[src/rtl/lws_pkg.sv]
package lws_pkg;

  // Kind of access presented on the control pins in the current cycle.
  typedef enum logic [1:0] {
    CYC_IDLE  = 2'd0,
    CYC_READ  = 2'd1,
    CYC_WRITE = 2'd2
  } cyc_kind_e;

  // Decode the active-low select and write enable into an access kind.
  function automatic cyc_kind_e classify(input logic sel_n, input logic wr_n);
    if (sel_n)     return CYC_IDLE;
    else if (wr_n) return CYC_READ;
    else           return CYC_WRITE;
  endfunction

endpackage

[src/rtl/lws_ctrl.sv]
module lws_ctrl
  import lws_pkg::*;
#(
  parameter int LANES = 4
) (
  input  logic             cs_n,
  input  logic             we_n,
  input  logic [LANES-1:0] lane_sel_n,
  output cyc_kind_e        cyc,
  output logic [LANES-1:0] wr_lane_en,
  output logic             rd_fire
);

  assign cyc     = classify(cs_n, we_n);
  assign rd_fire = (cyc == CYC_READ);

  // One strobe per lane; a write with no lane selected raises none.
  for (genvar g = 0; g < LANES; g++) begin : g_strobe
    assign wr_lane_en[g] = (cyc == CYC_WRITE) && !lane_sel_n[g];
  end

endmodule

[src/rtl/lws_array.sv]
module lws_array #(
  parameter int ADDR_W = 4,
  parameter int LANES  = 4,
  parameter int LANE_W = 9
) (
  input  logic                    clk,
  input  logic [ADDR_W-1:0]       addr,
  input  logic [LANES-1:0]        wr_lane_en,
  input  logic                    rd_fire,
  input  logic [LANES*LANE_W-1:0] wdata,
  output logic [LANES*LANE_W-1:0] rdata
);

  localparam int DEPTH = 1 << ADDR_W;

  // Each lane is its own narrow storage column with its own write strobe.
  for (genvar g = 0; g < LANES; g++) begin : g_lane
    logic [LANE_W-1:0] column [DEPTH];
    logic [LANE_W-1:0] rd_q;

    always_ff @(posedge clk) begin
      if (wr_lane_en[g]) column[addr] <= wdata[g*LANE_W +: LANE_W];
      if (rd_fire)       rd_q         <= column[addr];
    end

    assign rdata[g*LANE_W +: LANE_W] = rd_q;
  end

endmodule

[src/rtl/lws_outdrv.sv]
module lws_outdrv
  import lws_pkg::*;
(
  input  logic      clk,
  input  logic      rst_n,
  input  cyc_kind_e cyc,
  input  logic      rd_fire,
  input  logic      oe_n,
  output logic      rd_valid,
  output logic      dout_en
);

  // Set for the cycle after a read was sampled.
  always_ff @(posedge clk or negedge rst_n) begin
    if (!rst_n) rd_valid <= 1'b0;
    else        rd_valid <= rd_fire;
  end

  // A presented write owns the bus for its data phase.
  logic write_phase;
  assign write_phase = (cyc == CYC_WRITE);
  assign dout_en     = rd_valid && !oe_n && !write_phase;

endmodule

[src/rtl/lane_write_store.sv]
module lane_write_store
  import lws_pkg::*;
#(
  parameter int ADDR_W = 4,
  parameter int LANES  = 4,
  parameter int LANE_W = 9
) (
  input  logic                    clk,
  input  logic                    rst_n,
  input  logic [ADDR_W-1:0]       addr,
  input  logic                    cs_n,
  input  logic                    we_n,
  input  logic [LANES-1:0]        lane_sel_n,
  input  logic                    oe_n,
  input  logic [LANES*LANE_W-1:0] din,
  output logic [LANES*LANE_W-1:0] dout,
  output logic                    dout_en
);

  cyc_kind_e        cyc;
  logic [LANES-1:0] wr_lane_en;
  logic             rd_fire;
  logic             rd_valid;

  lws_ctrl #(.LANES(LANES)) u_ctrl (
    .cs_n       (cs_n),
    .we_n       (we_n),
    .lane_sel_n (lane_sel_n),
    .cyc        (cyc),
    .wr_lane_en (wr_lane_en),
    .rd_fire    (rd_fire)
  );

  lws_array #(.ADDR_W(ADDR_W), .LANES(LANES), .LANE_W(LANE_W)) u_array (
    .clk        (clk),
    .addr       (addr),
    .wr_lane_en (wr_lane_en),
    .rd_fire    (rd_fire),
    .wdata      (din),
    .rdata      (dout)
  );

  lws_outdrv u_outdrv (
    .clk      (clk),
    .rst_n    (rst_n),
    .cyc      (cyc),
    .rd_fire  (rd_fire),
    .oe_n     (oe_n),
    .rd_valid (rd_valid),
    .dout_en  (dout_en)
  );

endmodule

[config.mk]
export PLATFORM = sky130hd
export DESIGN_NAME = lane_write_store
export DESIGN_NICKNAME = d
export VERILOG_FILES = /design/src/rtl/lws_pkg.sv /design/src/rtl/lws_ctrl.sv /design/src/rtl/lws_array.sv /design/src/rtl/lws_outdrv.sv /design/src/rtl/lane_write_store.sv
export SDC_FILE = /design/constraint.sdc
export NUM_CORES = 1
export LEC_CHECK = 0
export ABC_AREA = 1
export CORE_UTILIZATION = 55
export CTS_BUF_LIST = sky130_fd_sc_hd__clkbuf_16
export DETAILED_ROUTE_END_ITERATION = 6
export PLACE_DENSITY = 0.76
export SYNTH_ARGS = -nofsm -noshare
export SYNTH_HDL_FRONTEND = slang
export SYNTH_HIERARCHICAL = 1
export SYNTH_SLANG_ARGS = --single-unit
[constraint.sdc]
create_clock -name clk -period 3 [get_ports clk]
set_input_delay 0.45 -clock clk [delete_from_list [all_inputs] [get_ports clk]]
set_output_delay 0.45 -clock clk [all_outputs]
set_load 0.05 [all_outputs]
==> impl.org <==
** Clock network
- Clock tree synthesis found a total of around 600 sinks.
- Resized cells post-CTS :: 0
- The clock passes through at most 3 buffers.
- TritonCTS built the clock tree.
- Buffers inserted during post-CTS setup optimization :: 0
- After clock tree synthesis, the clock-pin slew on the worst setup and hold paths is 0.06 ns.
- CTS Root Buffer Type :: sky130_fd_sc_hd__clkbuf_16
- H-tree Lvls :: 2
- In this run, CTS created clock tree buffers numbering 58.
- Source-to-sink clock delay at the later pin of the worst-skew pair :: 0.62 ns

** Worst setup path
- In this run the worst path has a maximum fanout of 1.
- For the worst flop-to-flop path, the logic depth is 8.
- The slowest stage of the critical path belongs to the cell sky130_fd_sc_hd__clkdlybuf4s50_1.
- Critical path class :: reg2out
- CP max stage delay :: ~0.84 ns
- CP required :: roughly 2.6 ns
- Critical path startpoint category :: flip-flop
- On the critical path the largest part of the delay comes from buffers and inverters.
- Internal reg-to-reg setup slack :: 1.78 ns
- Together, buffers and inverters on the worst path number 1.
- Crit path arrival time :: ~1.9 ns
- Critical path endpoint category :: output pin
- Startpoint of the lowest-slack register-to-register path :: u_array/g_lane[2].column[11][8]$_DFFE_PP_
- The signal on the critical path passes through clkdlybuf4s50_1.
- Reg-to-reg endpoint :: u_array/g_lane[2].rd_q[8]$_DFFE_PP_

** Logic synthesis
- In this run, synthesis inferred about 610 flip-flops with an integrated enable.
- The synthesized design spends more area on one cell type than any other, namely sky130_fd_sc_hd__edfxtp_1.
- Post-Syn Instances :: ~2,500
- After synthesis, the largest family of logic cells by area is simple AND/OR/NAND/NOR gates.
- In the post-synthesis netlist, the cell with the most instances is sky130_fd_sc_hd__nand2_1.
- Seq cells post-synth :: 613
- The mapped netlist covers 0.0256 sq mm.
- Post-Synth XOR/XNOR Area :: 0%
- Ys async rst share :: 0.163%
- Adder-cell share of the synthesized area :: 0%
- In the synthesized netlist the dominant register cell turns out to be sky130_fd_sc_hd__edfxtp_1.
- In the post-synthesis netlist, the biggest area contributors are sky130_fd_sc_hd__edfxtp_1, sky130_fd_sc_hd__nand2_1, sky130_fd_sc_hd__inv_1.
- Post-synthesis net count :: approximately 2,500
- Synthesized area per cell :: between 10 and 15 sq um
- After Yosys synthesis, and, or, nand and nor cells account for 24.2% of the synthesized area.
- Count of warnings emitted by yosys :: 6
- Sequential cells were found to cover between 70% and 80% of the synthesized design area.
- Yosys top cell area share :: 71.7%
- Yosys cell types :: 16
- Share of synthesized area spent on multiplexers :: 0%
- Area fraction in compound gates after synthesis :: 0%
- Synth top cells by count :: sky130_fd_sc_hd__nand2_1, sky130_fd_sc_hd__edfxtp_1, sky130_fd_sc_hd__inv_1

** STA
- The smallest clock period supported by the final layout is computed as between 2 and 2.5 ns.
- In this run the tightest slew margin relative to its limit is 44.5%.
- Count of final hold-check violations :: 0
- Transition time at the pin with the least slew margin :: between 0.8 and 0.9 ns
- Skew final :: ~0.024 ns
- Setup total negative slack on the finished layout was measured at 0 ns.
- RSZ-0062 raised after global routing :: no
- The number of max-slew violations in the final report is 0.
- Fmax achieved :: 425 MHz
- Setup violations remaining at the end of the flow were counted as 0.
- Of the available clock period, the critical path in the final layout requires a little under 80%.

** GRT
- Maximum number of pins on one net before global-route repair :: between 100 and 150
- Sum of overflow across all layers after global routing :: 0
- Wire length of the first global-routing pass :: roughly 90 mm
- The initial antenna violation count is 1.
- The via count of the first global-routing pass is 16,526.
- Global router's overall resource usage :: 25.0%

** Power and ir drop
- Areal power density over the cells :: about 610 mW/mm^2
- Summed over all cells, the static leakage comes to around 0.012 uW.
- VDD sags by at most roughly 0.46 mV.

** Layout
- Summing all flip-flop and latch instances after layout gives 0.0184 sq mm.
- The final layout contains approximately 2,600 nets.
- Fraction of layout instances using a drive strength above 1 :: about 7%
- Compared with the post-synthesis result, the final layout area differs by 13.4%.
- At the end of the flow the core is filled with cells to around 64%.
- Multi-input gate area in the final layout :: just over 0.006 sq mm
- Number of fillers in the final layout :: approximately 3,500
- 0 antenna diodes ended up in the layout.

** Placement
- Detailed placement finished with a half-perimeter wire length of around 34 mm.
- Number of buffer cells added on primary ports :: between 80 and 90
- Global placer's final weighted congestion :: 0.864

** Min path
- Path type of the worst min-delay path :: in2async

** Run status
- The flow ran to the end, and the final reports show no timing, DRC or antenna violations.

** Floorplan
- The die covers about 0.047 sq mm.
- Cell Rows :: 78
- Width of the chip :: roughly 220 um
- From bottom edge to top edge, the die measures ~220 um.
- For this configuration, the core starts out at a cell density of 56.1%.
- I/O Pins :: 86
- Core Box Area :: around 0.046 sq mm

** Drt
- Number of vias per cell :: 5.26
- The count of nets left with antenna violations once routing finished came out at 0.
- DRT Pass-1 Iters :: 7
- The detailed router finished its first iteration with approximately 1,500 violations.
- Number of design rule violations left after detail routing :: 0
- Routed wire length per instance :: ~18 um
- Routed wire length :: 58.3 mm
- The routed layout has around 17,000 vias.

** Flow run
- Max cap viols :: 0
-- routing by layer --
layer  routed length (um)  GRT usage [%]  share of wire, %
met1                23300           32.5                40
met2                29000           42.3                50
met3                 4020           3.84               6.9
met4                 1950           9.58               3.3
met5                   32              0             0.055
-- cell usage in the layout (no fill, tap or decap), types with 2 or more instances in the layout --
cell                              count
sky130_fd_sc_hd__buf_12               7
sky130_fd_sc_hd__buf_4               76
sky130_fd_sc_hd__bufinv_16            5
sky130_fd_sc_hd__clkbuf_16           58
sky130_fd_sc_hd__clkdlybuf4s50_1     82
sky130_fd_sc_hd__clkinv_1            11
sky130_fd_sc_hd__clkinv_2            12
sky130_fd_sc_hd__clkinvlp_4           4
sky130_fd_sc_hd__edfxtp_1           612
sky130_fd_sc_hd__inv_1               90
sky130_fd_sc_hd__inv_2                3
sky130_fd_sc_hd__inv_6                2
sky130_fd_sc_hd__nand2_1           1567
sky130_fd_sc_hd__nor2_1              67
sky130_fd_sc_hd__nor2_2               6
sky130_fd_sc_hd__nor2_4               4
-- area by class of cell --
| class | instances | share of cell area (%) |
|---|---|---|
| clock buffers | 58 | 4.99 |
| inverters | 87 | 1.16 |
| clock inverters | 43 | 1.19 |
| multi-input cells | 1645 | 21.4 |
| well taps | 600 | 2.58 |
| repair buffers | 167 | 5.35 |
| flip-flops and latches | 613 | 63.3 |
-- cells by family (layout without fill, tap and decap cells) --
family	count (synthesis)	after routing
buf+inv	203	355
flops	613	613
simple gates	1645	1645
-- worst register-to-register path, cell delays in order, from the launching register on --
cell and delay, ns:
sky130_fd_sc_hd__edfxtp_1 0.37, sky130_fd_sc_hd__nand2_1 0.08, sky130_fd_sc_hd__nand2_1 0.06, sky130_fd_sc_hd__nand2_1 0.05, sky130_fd_sc_hd__nand2_1 0.10, sky130_fd_sc_hd__nand2_1 0.11
sky130_fd_sc_hd__nand2_1 0.08, sky130_fd_sc_hd__inv_1 0.07, sky130_fd_sc_hd__nand2_1 0.06
-- registers in the layout, indices dropped and copies added, names as in the netlist --
name                   cells
u_array/g_lane.column    576
u_array/g_lane.rd_q       36
u_outdrv/rd_valid          1
-- worst max-delay path by stage --
stage          cells after the start  slack [ns]                                 from                                       end
2_1_floorplan                      5        0.15                                 we_n                                   dout_en
3_3_place_gp                       6        0.53                              addr[2]  u_array/g_lane[3].column[7][5]$_DFFE_PP_
3_5_place_dp                       6        0.52                              addr[2]  u_array/g_lane[3].column[7][7]$_DFFE_PP_
4_1_cts                            1        0.62  u_array/g_lane[2].rd_q[8]$_DFFE_PP_                                  dout[26]
5_1_grt                            1        0.62  u_array/g_lane[2].rd_q[8]$_DFFE_PP_                                  dout[26]
6_report                           1        0.65  u_array/g_lane[2].rd_q[8]$_DFFE_PP_                                  dout[26]
-- where the power goes --
group          leakage (uW)  switching, uW  internal (uW)  total [uW]
sequential          0.00555           23.3           9520        9540
clock              0.000916           3030           3920        6950
combinational       0.00569            822            307        1130
total                0.0122           3870          13700       17600
-- timing repair --
item	in CTS	in global routing
setup endpoints to repair	0	0
hold buffers	1	0
endpoints found under the hold margin	1	0
-- through the flow --
stage	instance area, sq um	power, uW	std cells	worst slack [ns]	hold WS (ns)
floorplan	25600	10400	2461	0.150	0.154
detailed placement	27300	10800	3111	0.515	0.607
CTS	29100	17700	3213	0.625	0.498
finish	29100	17600	3213	0.647	0.519
global placement	27300	10800	3111	0.527	0.603
global route	29100	18200	3213	0.616	0.510
Note: power is estimated with default switching activity, not from simulation.
